<file path="src/rtl/usb_in_pkg.sv">
package usb_in_pkg;

    localparam int FIFO_DEPTH     = 64;
    localparam int EP_W           = 4;
    localparam int BYTE_W         = 8;
    localparam int CTRL_FLUSH_BIT = 5;
    localparam int CTRL_STALL_BIT = 6;
    localparam logic [15:0] CRC_SEED    = 16'hFFFF;
    localparam logic [15:0] CRC_POLY_RF = 16'hA001;   // 0x8005 bit-reversed

    typedef enum logic [1:0] {
        HS_NAK   = 2'd0,
        HS_STALL = 2'd1,
        HS_DATA  = 2'd2
    } resp_e;

    typedef enum logic [2:0] {
        TX_IDLE,
        TX_DATA,
        TX_CRC_LO,
        TX_CRC_HI,
        TX_WAIT
    } tx_state_e;

    typedef struct packed {
        logic flush;
        logic stall;
    } ctrl_cmd_t;

    function automatic ctrl_cmd_t decode_ctrl(input logic [BYTE_W-1:0] w);
        ctrl_cmd_t c;
        c.flush = w[CTRL_FLUSH_BIT];
        c.stall = w[CTRL_STALL_BIT];
        return c;
    endfunction

    // One byte through the reflected CRC16 register, LSB first.
    function automatic logic [15:0] crc16_step(input logic [15:0] crc_in,
                                               input logic [BYTE_W-1:0] d);
        logic [15:0] c;
        c = crc_in;
        for (int b = 0; b < BYTE_W; b++) begin
            if (c[0] ^ d[b]) c = (c >> 1) ^ CRC_POLY_RF;
            else             c = c >> 1;
        end
        return c;
    endfunction

endpackage

</file>
<file path="src/rtl/usb_in_fifo.sv">
module usb_in_fifo #(
    parameter int DEPTH = 64,
    parameter int DW    = 8
) (
    input  logic          clk,
    input  logic          rst,
    input  logic          wr_en,
    input  logic [DW-1:0] wr_data,
    input  logic          flush,
    input  logic          rd_adv,
    input  logic          rewind,
    output logic [DW-1:0] rd_data,
    output logic          empty,
    output logic          have
);
    localparam int AW = $clog2(DEPTH);
    localparam int PW = AW + 1;

    logic [DW-1:0] mem [DEPTH];
    logic [PW-1:0] wr_cnt;
    logic [PW-1:0] rd_cnt;
    logic          full;
    logic          do_wr;

    assign full  = (wr_cnt == PW'(DEPTH));
    assign do_wr = wr_en && !full && !flush;

    always_ff @(posedge clk) begin
        if (rst || flush) begin
            wr_cnt <= '0;
            rd_cnt <= '0;
        end else begin
            if (do_wr) wr_cnt <= wr_cnt + 1'b1;
            // A packet always starts at entry zero, so a rewind returns there.
            if (rewind)      rd_cnt <= '0;
            else if (rd_adv) rd_cnt <= rd_cnt + 1'b1;
        end
    end

    always_ff @(posedge clk) begin
        if (do_wr) mem[wr_cnt[AW-1:0]] <= wr_data;
    end

    assign rd_data = mem[rd_cnt[AW-1:0]];
    assign empty   = (rd_cnt == wr_cnt);
    assign have    = (wr_cnt != '0);

endmodule

</file>
<file path="src/rtl/usb_in_crc16.sv">
module usb_in_crc16 import usb_in_pkg::*; (
    input  logic              clk,
    input  logic              rst,
    input  logic              init,
    input  logic              adv,
    input  logic [BYTE_W-1:0] data,
    output logic [15:0]       crc_out
);
    logic [15:0] crc_q;

    always_ff @(posedge clk) begin
        if (rst || init)  crc_q <= CRC_SEED;
        else if (adv)     crc_q <= crc16_step(crc_q, data);
    end

    assign crc_out = ~crc_q;

endmodule

</file>
<file path="src/rtl/usb_in_stall_map.sv">
module usb_in_stall_map #(
    parameter int EPW = 4
) (
    input  logic                clk,
    input  logic                rst,
    input  logic                set_valid,
    input  logic [EPW-1:0]      set_ep,
    input  logic                set_val,
    input  logic                clr_valid,
    input  logic [EPW-1:0]      clr_ep,
    output logic [(1<<EPW)-1:0] stall_vec
);
    localparam int EP_NUM = 1 << EPW;

    for (genvar g = 0; g < EP_NUM; g++) begin : g_ep
        always_ff @(posedge clk) begin
            if (rst)                                      stall_vec[g] <= 1'b0;
            else if (clr_valid && clr_ep == EPW'(g))      stall_vec[g] <= 1'b0;
            else if (set_valid && set_ep == EPW'(g))      stall_vec[g] <= set_val;
        end
    end

endmodule

</file>
<file path="src/rtl/usb_in_xmit.sv">
module usb_in_xmit import usb_in_pkg::*; #(
    parameter int DEPTH = FIFO_DEPTH,
    parameter int EPW   = EP_W
) (
    input  logic              clk,
    input  logic              rst,
    input  logic              data_wr,
    input  logic [BYTE_W-1:0] data_wdata,
    input  logic              ctrl_wr,
    input  logic [BYTE_W-1:0] ctrl_wdata,
    input  logic              pend_wr,
    input  logic              pend_wdata,
    input  logic              en_wr,
    input  logic              en_wdata,
    input  logic              in_tok_valid,
    input  logic [EPW-1:0]    in_tok_ep,
    input  logic              setup_tok_valid,
    input  logic [EPW-1:0]    setup_tok_ep,
    output logic              resp_valid,
    output logic [1:0]        resp_kind,
    output logic              tx_valid,
    output logic [BYTE_W-1:0] tx_data,
    output logic              tx_last,
    input  logic              tx_ready,
    input  logic              hs_ack,
    input  logic              hs_lost,
    output logic              stat_idle,
    output logic              stat_have,
    output logic              ev_pend,
    output logic              irq
);
    localparam int EP_NUM = 1 << EPW;

    tx_state_e         state, nxt;
    ctrl_cmd_t         cmd;
    logic              ctrl_flush, ctrl_stall_wr, ctrl_arm;
    logic              armed;
    logic [EPW-1:0]    armed_ep;
    logic [EP_NUM-1:0] stall_vec;
    resp_e             kind;
    logic              tok_take, pkt_start;
    logic              ack_done, lost_done;
    logic              fifo_empty, fifo_have, fifo_flush;
    logic [BYTE_W-1:0] fifo_rd;
    logic              rd_adv, crc_adv;
    logic [15:0]       crc_val;
    logic              ev_en;
    logic              unused_ctrl;

    assign unused_ctrl   = ^{ctrl_wdata[BYTE_W-1], ctrl_wdata[4]};

    // Control word decode
    assign cmd           = decode_ctrl(ctrl_wdata);
    assign ctrl_flush    = ctrl_wr && cmd.flush;
    assign ctrl_stall_wr = ctrl_wr && !cmd.flush;
    assign ctrl_arm      = ctrl_wr && !cmd.flush && !cmd.stall;

    // Host outcome while waiting for the handshake
    assign ack_done   = (state == TX_WAIT) && hs_ack;
    assign lost_done  = (state == TX_WAIT) && hs_lost && !hs_ack;
    assign fifo_flush = ctrl_flush || ack_done;

    // Token decision: stall beats data, data only for the armed endpoint
    always_comb begin
        if (stall_vec[in_tok_ep])                 kind = HS_STALL;
        else if (armed && armed_ep == in_tok_ep)  kind = HS_DATA;
        else                                      kind = HS_NAK;
    end

    assign tok_take  = in_tok_valid && (state == TX_IDLE) && !ctrl_flush;
    assign pkt_start = tok_take && (kind == HS_DATA);

    usb_in_fifo #(.DEPTH(DEPTH), .DW(BYTE_W)) i_fifo (
        .clk     (clk),
        .rst     (rst),
        .wr_en   (data_wr),
        .wr_data (data_wdata),
        .flush   (fifo_flush),
        .rd_adv  (rd_adv),
        .rewind  (lost_done),
        .rd_data (fifo_rd),
        .empty   (fifo_empty),
        .have    (fifo_have)
    );

    usb_in_crc16 i_crc (
        .clk     (clk),
        .rst     (rst),
        .init    (pkt_start),
        .adv     (crc_adv),
        .data    (fifo_rd),
        .crc_out (crc_val)
    );

    usb_in_stall_map #(.EPW(EPW)) i_stall (
        .clk       (clk),
        .rst       (rst),
        .set_valid (ctrl_stall_wr),
        .set_ep    (ctrl_wdata[EPW-1:0]),
        .set_val   (cmd.stall),
        .clr_valid (setup_tok_valid),
        .clr_ep    (setup_tok_ep),
        .stall_vec (stall_vec)
    );

    // Arming
    always_ff @(posedge clk) begin
        if (rst || ctrl_flush || ack_done) begin
            armed    <= 1'b0;
            armed_ep <= '0;
        end else if (ctrl_arm) begin
            armed    <= 1'b1;
            armed_ep <= ctrl_wdata[EPW-1:0];
        end
    end

    // Packet sequencer
    always_comb begin
        nxt      = state;
        tx_valid = 1'b0;
        tx_data  = '0;
        tx_last  = 1'b0;
        rd_adv   = 1'b0;
        crc_adv  = 1'b0;
        unique case (state)
            TX_IDLE: begin
                if (pkt_start) nxt = TX_DATA;
            end
            TX_DATA: begin
                if (fifo_empty) begin
                    nxt = TX_CRC_LO;
                end else begin
                    tx_valid = 1'b1;
                    tx_data  = fifo_rd;
                    if (tx_ready) begin
                        rd_adv  = 1'b1;
                        crc_adv = 1'b1;
                    end
                end
            end
            TX_CRC_LO: begin
                tx_valid = 1'b1;
                tx_data  = crc_val[7:0];
                if (tx_ready) nxt = TX_CRC_HI;
            end
            TX_CRC_HI: begin
                tx_valid = 1'b1;
                tx_data  = crc_val[15:8];
                tx_last  = 1'b1;
                if (tx_ready) nxt = TX_WAIT;
            end
            TX_WAIT: begin
                if (hs_ack || hs_lost) nxt = TX_IDLE;
            end
            default: nxt = TX_IDLE;
        endcase
        if (ctrl_flush) nxt = TX_IDLE;
    end

    always_ff @(posedge clk) begin
        if (rst) state <= TX_IDLE;
        else     state <= nxt;
    end

    // Handshake decision register
    always_ff @(posedge clk) begin
        if (rst) begin
            resp_valid <= 1'b0;
            resp_kind  <= HS_NAK;
        end else begin
            resp_valid <= tok_take;
            if (tok_take) resp_kind <= kind;
        end
    end

    // Done event
    always_ff @(posedge clk) begin
        if (rst)                          ev_pend <= 1'b0;
        else if (ack_done)                ev_pend <= 1'b1;
        else if (pend_wr && pend_wdata)   ev_pend <= 1'b0;
    end

    always_ff @(posedge clk) begin
        if (rst)        ev_en <= 1'b0;
        else if (en_wr) ev_en <= en_wdata;
    end

    assign irq       = ev_pend && ev_en;
    assign stat_idle = !armed;
    assign stat_have = fifo_have;

endmodule

</file>
<file path="config.mk">
export PLATFORM = sky130hd
export DESIGN_NAME = usb_in_xmit
export DESIGN_NICKNAME = d
export VERILOG_FILES = /design/src/rtl/usb_in_pkg.sv /design/src/rtl/usb_in_fifo.sv /design/src/rtl/usb_in_crc16.sv /design/src/rtl/usb_in_stall_map.sv /design/src/rtl/usb_in_xmit.sv
export SDC_FILE = /design/constraint.sdc
export NUM_CORES = 1
export LEC_CHECK = 0
export ABC_AREA = 1
export ABC_CLOCK_PERIOD_IN_PS = 6680
export BUFFER_PORTS_ARGS = -buffer_cell sky130_fd_sc_hd__buf_2
export CAP_MARGIN = 10
export CORE_UTILIZATION = 35
export CTS_CLUSTER_DIAMETER = 50
export DETAILED_ROUTE_END_ITERATION = 8
export MAX_ROUTING_LAYER = met4
export PLACE_DENSITY = 0.54
export SETUP_SLACK_MARGIN = 0.3
export SYNTH_ARGS = -nofsm -noshare
export SYNTH_HDL_FRONTEND = slang
export SYNTH_SLANG_ARGS = --single-unit
</file>
<file path="constraint.sdc">
create_clock -name clk -period 6.68 [get_ports clk]
set_input_delay 1.67 -clock clk [delete_from_list [all_inputs] [get_ports clk]]
set_output_delay 1.67 -clock clk [all_outputs]
set_load 0.02 [all_outputs]
</file>
==> run_results.csv <==
group,metric,value,unit
cts,cts-root-buf,"clkbuf_16",
yosys,syn_area_per_cell,10.8,sq um
hold_path,hold_path.class,"register to register",
pwr,seqPwrFrac,49.6,%
layout,regArea,16700,sq um
hold_path,hp-start,"i_stall.stall_vec[3]$_SDFFE_PP0P_",
pwr,leakage,9.75,nW
cts,post_cts_buffers,0,
pwr,p_switching,1.80,mW
die,boundaryPins,54,
cts,insertion_delay,0.60,ns
job,cap_violations,0,
yosys,synth.distinct_cells,36,
detailed_routing,drt_iter0_drc,1354,
setup_path,critical_path.max_fanout,103,
setup_path,crit_path_start_kind,"register",
placement,place_hpwl,36500,um
global_route,grt_usage,18.5,%
die,core_area,68700,sq um
pwr,power.total,8.00,mW
cts,clkTransAtPathRegs,0.06,ns
detailed_routing,wl_met3,3490,um
run_status,status,"finished clean",
layout,final_layout_size_suffix_gt1_share,7.74,%
pwr,p_int,6.20,mW
yosys,seq_area_frac_synth,68.5,%
die,die_y,266,um
sta,slew_viol_final,0,
detailed_routing,route.detailed.drc,0,
die,die_area,70600,sq um
setup_path,rr_startpoint,"i_fifo.wr_cnt[0]$_SDFFE_PP0P_",
sta,period_minus_slack,5.46,ns
cts,cts.repair.resized,0,
detailed_routing,wirelength_met1,27500,um
yosys,syn-num-nets,2303,
detailed_routing,top_layer,"met4",
pwr,peakVddDrop,190,uV
setup_path,worst_path_max_delay_cell,"inv_6",
sta,hold_viol_final,0,
layout,fin_area,27400,sq um
sta,setup_tns,0,ns
global_route,grt_max_degree,132,
cts,cts_buffer_depth,3,
placement,gp_congestion,0.855,
detailed_routing,vias,16780,
global_route,grt_overflow,0,
detailed_routing,avgViaCountPerCell,5.13,
pwr,comb_power_share,5.8,%
pwr,powerDensity,292,nW/um^2
sta,layout_setup_ws,1.22,ns
placement,dp_slack,1.83,ns
global_route,antenna_found_initial,0,
placement,placed_area,25300,sq um
global_route,grt_pass1_wl,96800,um
yosys,ys_seq_elements,577,
cts,cts_buffers,66,
global_route,grt_pass1_vias,16471,
placement,dp_cells,3151,
setup_path,cp_slowest_stage_delay,0.61,ns
sta,fmax,0.183,GHz
sta,finalCritPeriodShare,81.8,%
sta,relSlewSlack,31.2,%
detailed_routing,dr.pass1.iters,5,
detailed_routing,drt.antenna.violating_nets,0,
layout,stdcell_count,3269,
sta,setup_viol,0,
detailed_routing,drt-wirelength-per-cell,19.3,um
layout,antennaDiodeCount,0,
layout,n_fill_cell,6693,
setup_path,crit_required,5.01,ns
sta,worstMarginPinSlew,1.03,ns
die,rows,96,
layout,multiInputGateArea,6620,sq um
sta,grt_setup_unrepaired,"no",
detailed_routing,dr_wl_met2,30200,um
cts,clkSinkCount,577,
yosys,synth_area,24400,sq um
sta,fin_skew,0.0170,ns
layout,final_net_count,2328,
cts,holdBufCountCts,0,
setup_path,crit_arrival,3.79,ns
yosys,ys.warnings.count,0,
setup_path,end_kind,"primary output",
pwr,swShare,22.5,%
cts,cts_max_level,3,
layout,synthToLayoutAreaGrowth,12.7,%
yosys,synthCells,2263,
sta,holdWs,0.457,ns
die,dieWidth,266,um
setup_path,crit_chain,"inv_6, buf_12, o21ai_1, o22ai_1, o21ai_0, o22ai_1, o211ai_1, nand2_1, nand2_1, o221ai_1, buf_2",
setup_path,worstSetupPathType,"register to primary output",
placement,port-buffer-count,51,
detailed_routing,drt_wl_total,63200,um
pwr,pwr-share-clk,44.6,%
cts,cts_tree,"yes",
layout,post-route-util,39.9,%
die,start_util,35.4,%
-- logic make-up (layout without fill, tap and decap cells) --
logic type | after synthesis | after routing | share of synthesized area, %
simple gates | 1260 | 1260 | 21.9
flops | 577 | 577 | 68.5
buf+inv | 207 | 282 | 4.34
compound gates | 206 | 206 | 4.81
xor+xnor | 10 | 10 | 0.360
fa+ha+maj | 3 | 3 | 0.154
-- layout make-up --
cell class                 instances  share of cell area (%)
clock inverter                    36                    1.15
multi-input combinational       1479                    24.1
clock buffer                      82                    6.63
tap                              931                    4.25
timing repair buffer              76                    1.80
sequential                       577                    60.8
inverter                          88                    1.23
-- power by group through the flow --
stage	combinational (mW)	sequential [mW]	clock [mW]
detailed placement	0.461	4.05	0
finish	0.461	3.97	3.57
global route	0.517	3.97	3.76
CTS	0.463	3.97	3.63
floorplan	0.286	4.05	0
global placement	0.454	4.04	0
-- layer usage --
metal / up-vias / track usage [%]
li1: 7994 / -
met1: 8208 / 23.5
met2: 443 / 29.6
met3: 135 / 3.30
met4: 0 / 6.60
met5: - / -
-- state kept, by name, indices dropped and copies added (netlist names), named ones only --
signal and flops:
i_fifo.mem 512, i_crc.crc_q 16, i_stall.stall_vec 16, i_fifo.rd_cnt 7, i_fifo.wr_cnt 7, armed_ep 4, state 3, resp_kind 2
armed 1, ev_en 1, ev_pend 1, resp_valid 1
-- critical path: cells and delay by family, from the launching register on --
family                 cells  cell delay [ns]
AOI/OAI and AO/OA          6             1.06
buffers and inverters      3             1.20
DFF                        1             0.42
and+or+nand+nor            2             0.34
-- worst paths after layout --
check	slack (ns)	endpoint	cells past startpoint
worst min-delay path	0.46	i_stall.stall_vec[3]$_SDFFE_PP0P_	2
worst max register to register	2.78	i_fifo.mem[60][6]$_DFFE_PP_	7
worst min register to register	0.46	i_stall.stall_vec[3]$_SDFFE_PP0P_	2
worst max-delay path	1.22	tx_data[7]	11
-- synth_stat cells --
master | count | area, sq um
nand2_1 | 663 | 2490
edfxtp_1 | 512 | 15400
nand3_1 | 415 | 2080
nor2_1 | 149 | 559
o21ai_0 | 84 | 420
inv_1 | 79 | 297
dfxtp_1 | 65 | 1300
buf_2 | 50 | 250
a21oi_1 | 46 | 230
clkbuf_1 | 24 | 90.1
buf_4 | 21 | 158
o22ai_1 | 20 | 125
o211ai_1 | 17 | 128
buf_6 | 16 | 180
o21ai_1 | 14 | 70.1
nor3_1 | 11 | 55.1
nand4_1 | 10 | 62.6
o221ai_1 | 10 | 87.6
a211oi_1 | 9 | 67.6
xor2_1 | 8 | 70.1
buf_1 | 7 | 26.3
a31oi_1 | 4 | 25.0
clkinv_1 | 4 | 15.0
nand2_2 | 4 | 25.0
nor4_1 | 4 | 25.0
ha_1 | 3 | 37.5
inv_2 | 3 | 11.3
or2_0 | 2 | 12.5
xnor2_1 | 2 | 17.5
a2111oi_0 | 1 | 8.76
buf_8 | 1 | 15.0
inv_4 | 1 | 6.26
inv_6 | 1 | 8.76
nor2_2 | 1 | 6.26
nor3_2 | 1 | 10.0
o2111ai_1 | 1 | 8.76
-- cells in the final DEF, fill, tap and decap left out, types with 14 or more instances in the layout --
cell type,count
nand2_1,663
edfxtp_1,512
nand3_1,415
nor2_1,149
o21ai_0,84
inv_1,79
clkbuf_16,71
dfxtp_1,62
buf_2,51
a21oi_1,46
buf_4,21
clkinv_1,20
o22ai_1,20
o211ai_1,17
o21ai_1,14
Power figures use the tool's default switching activity.
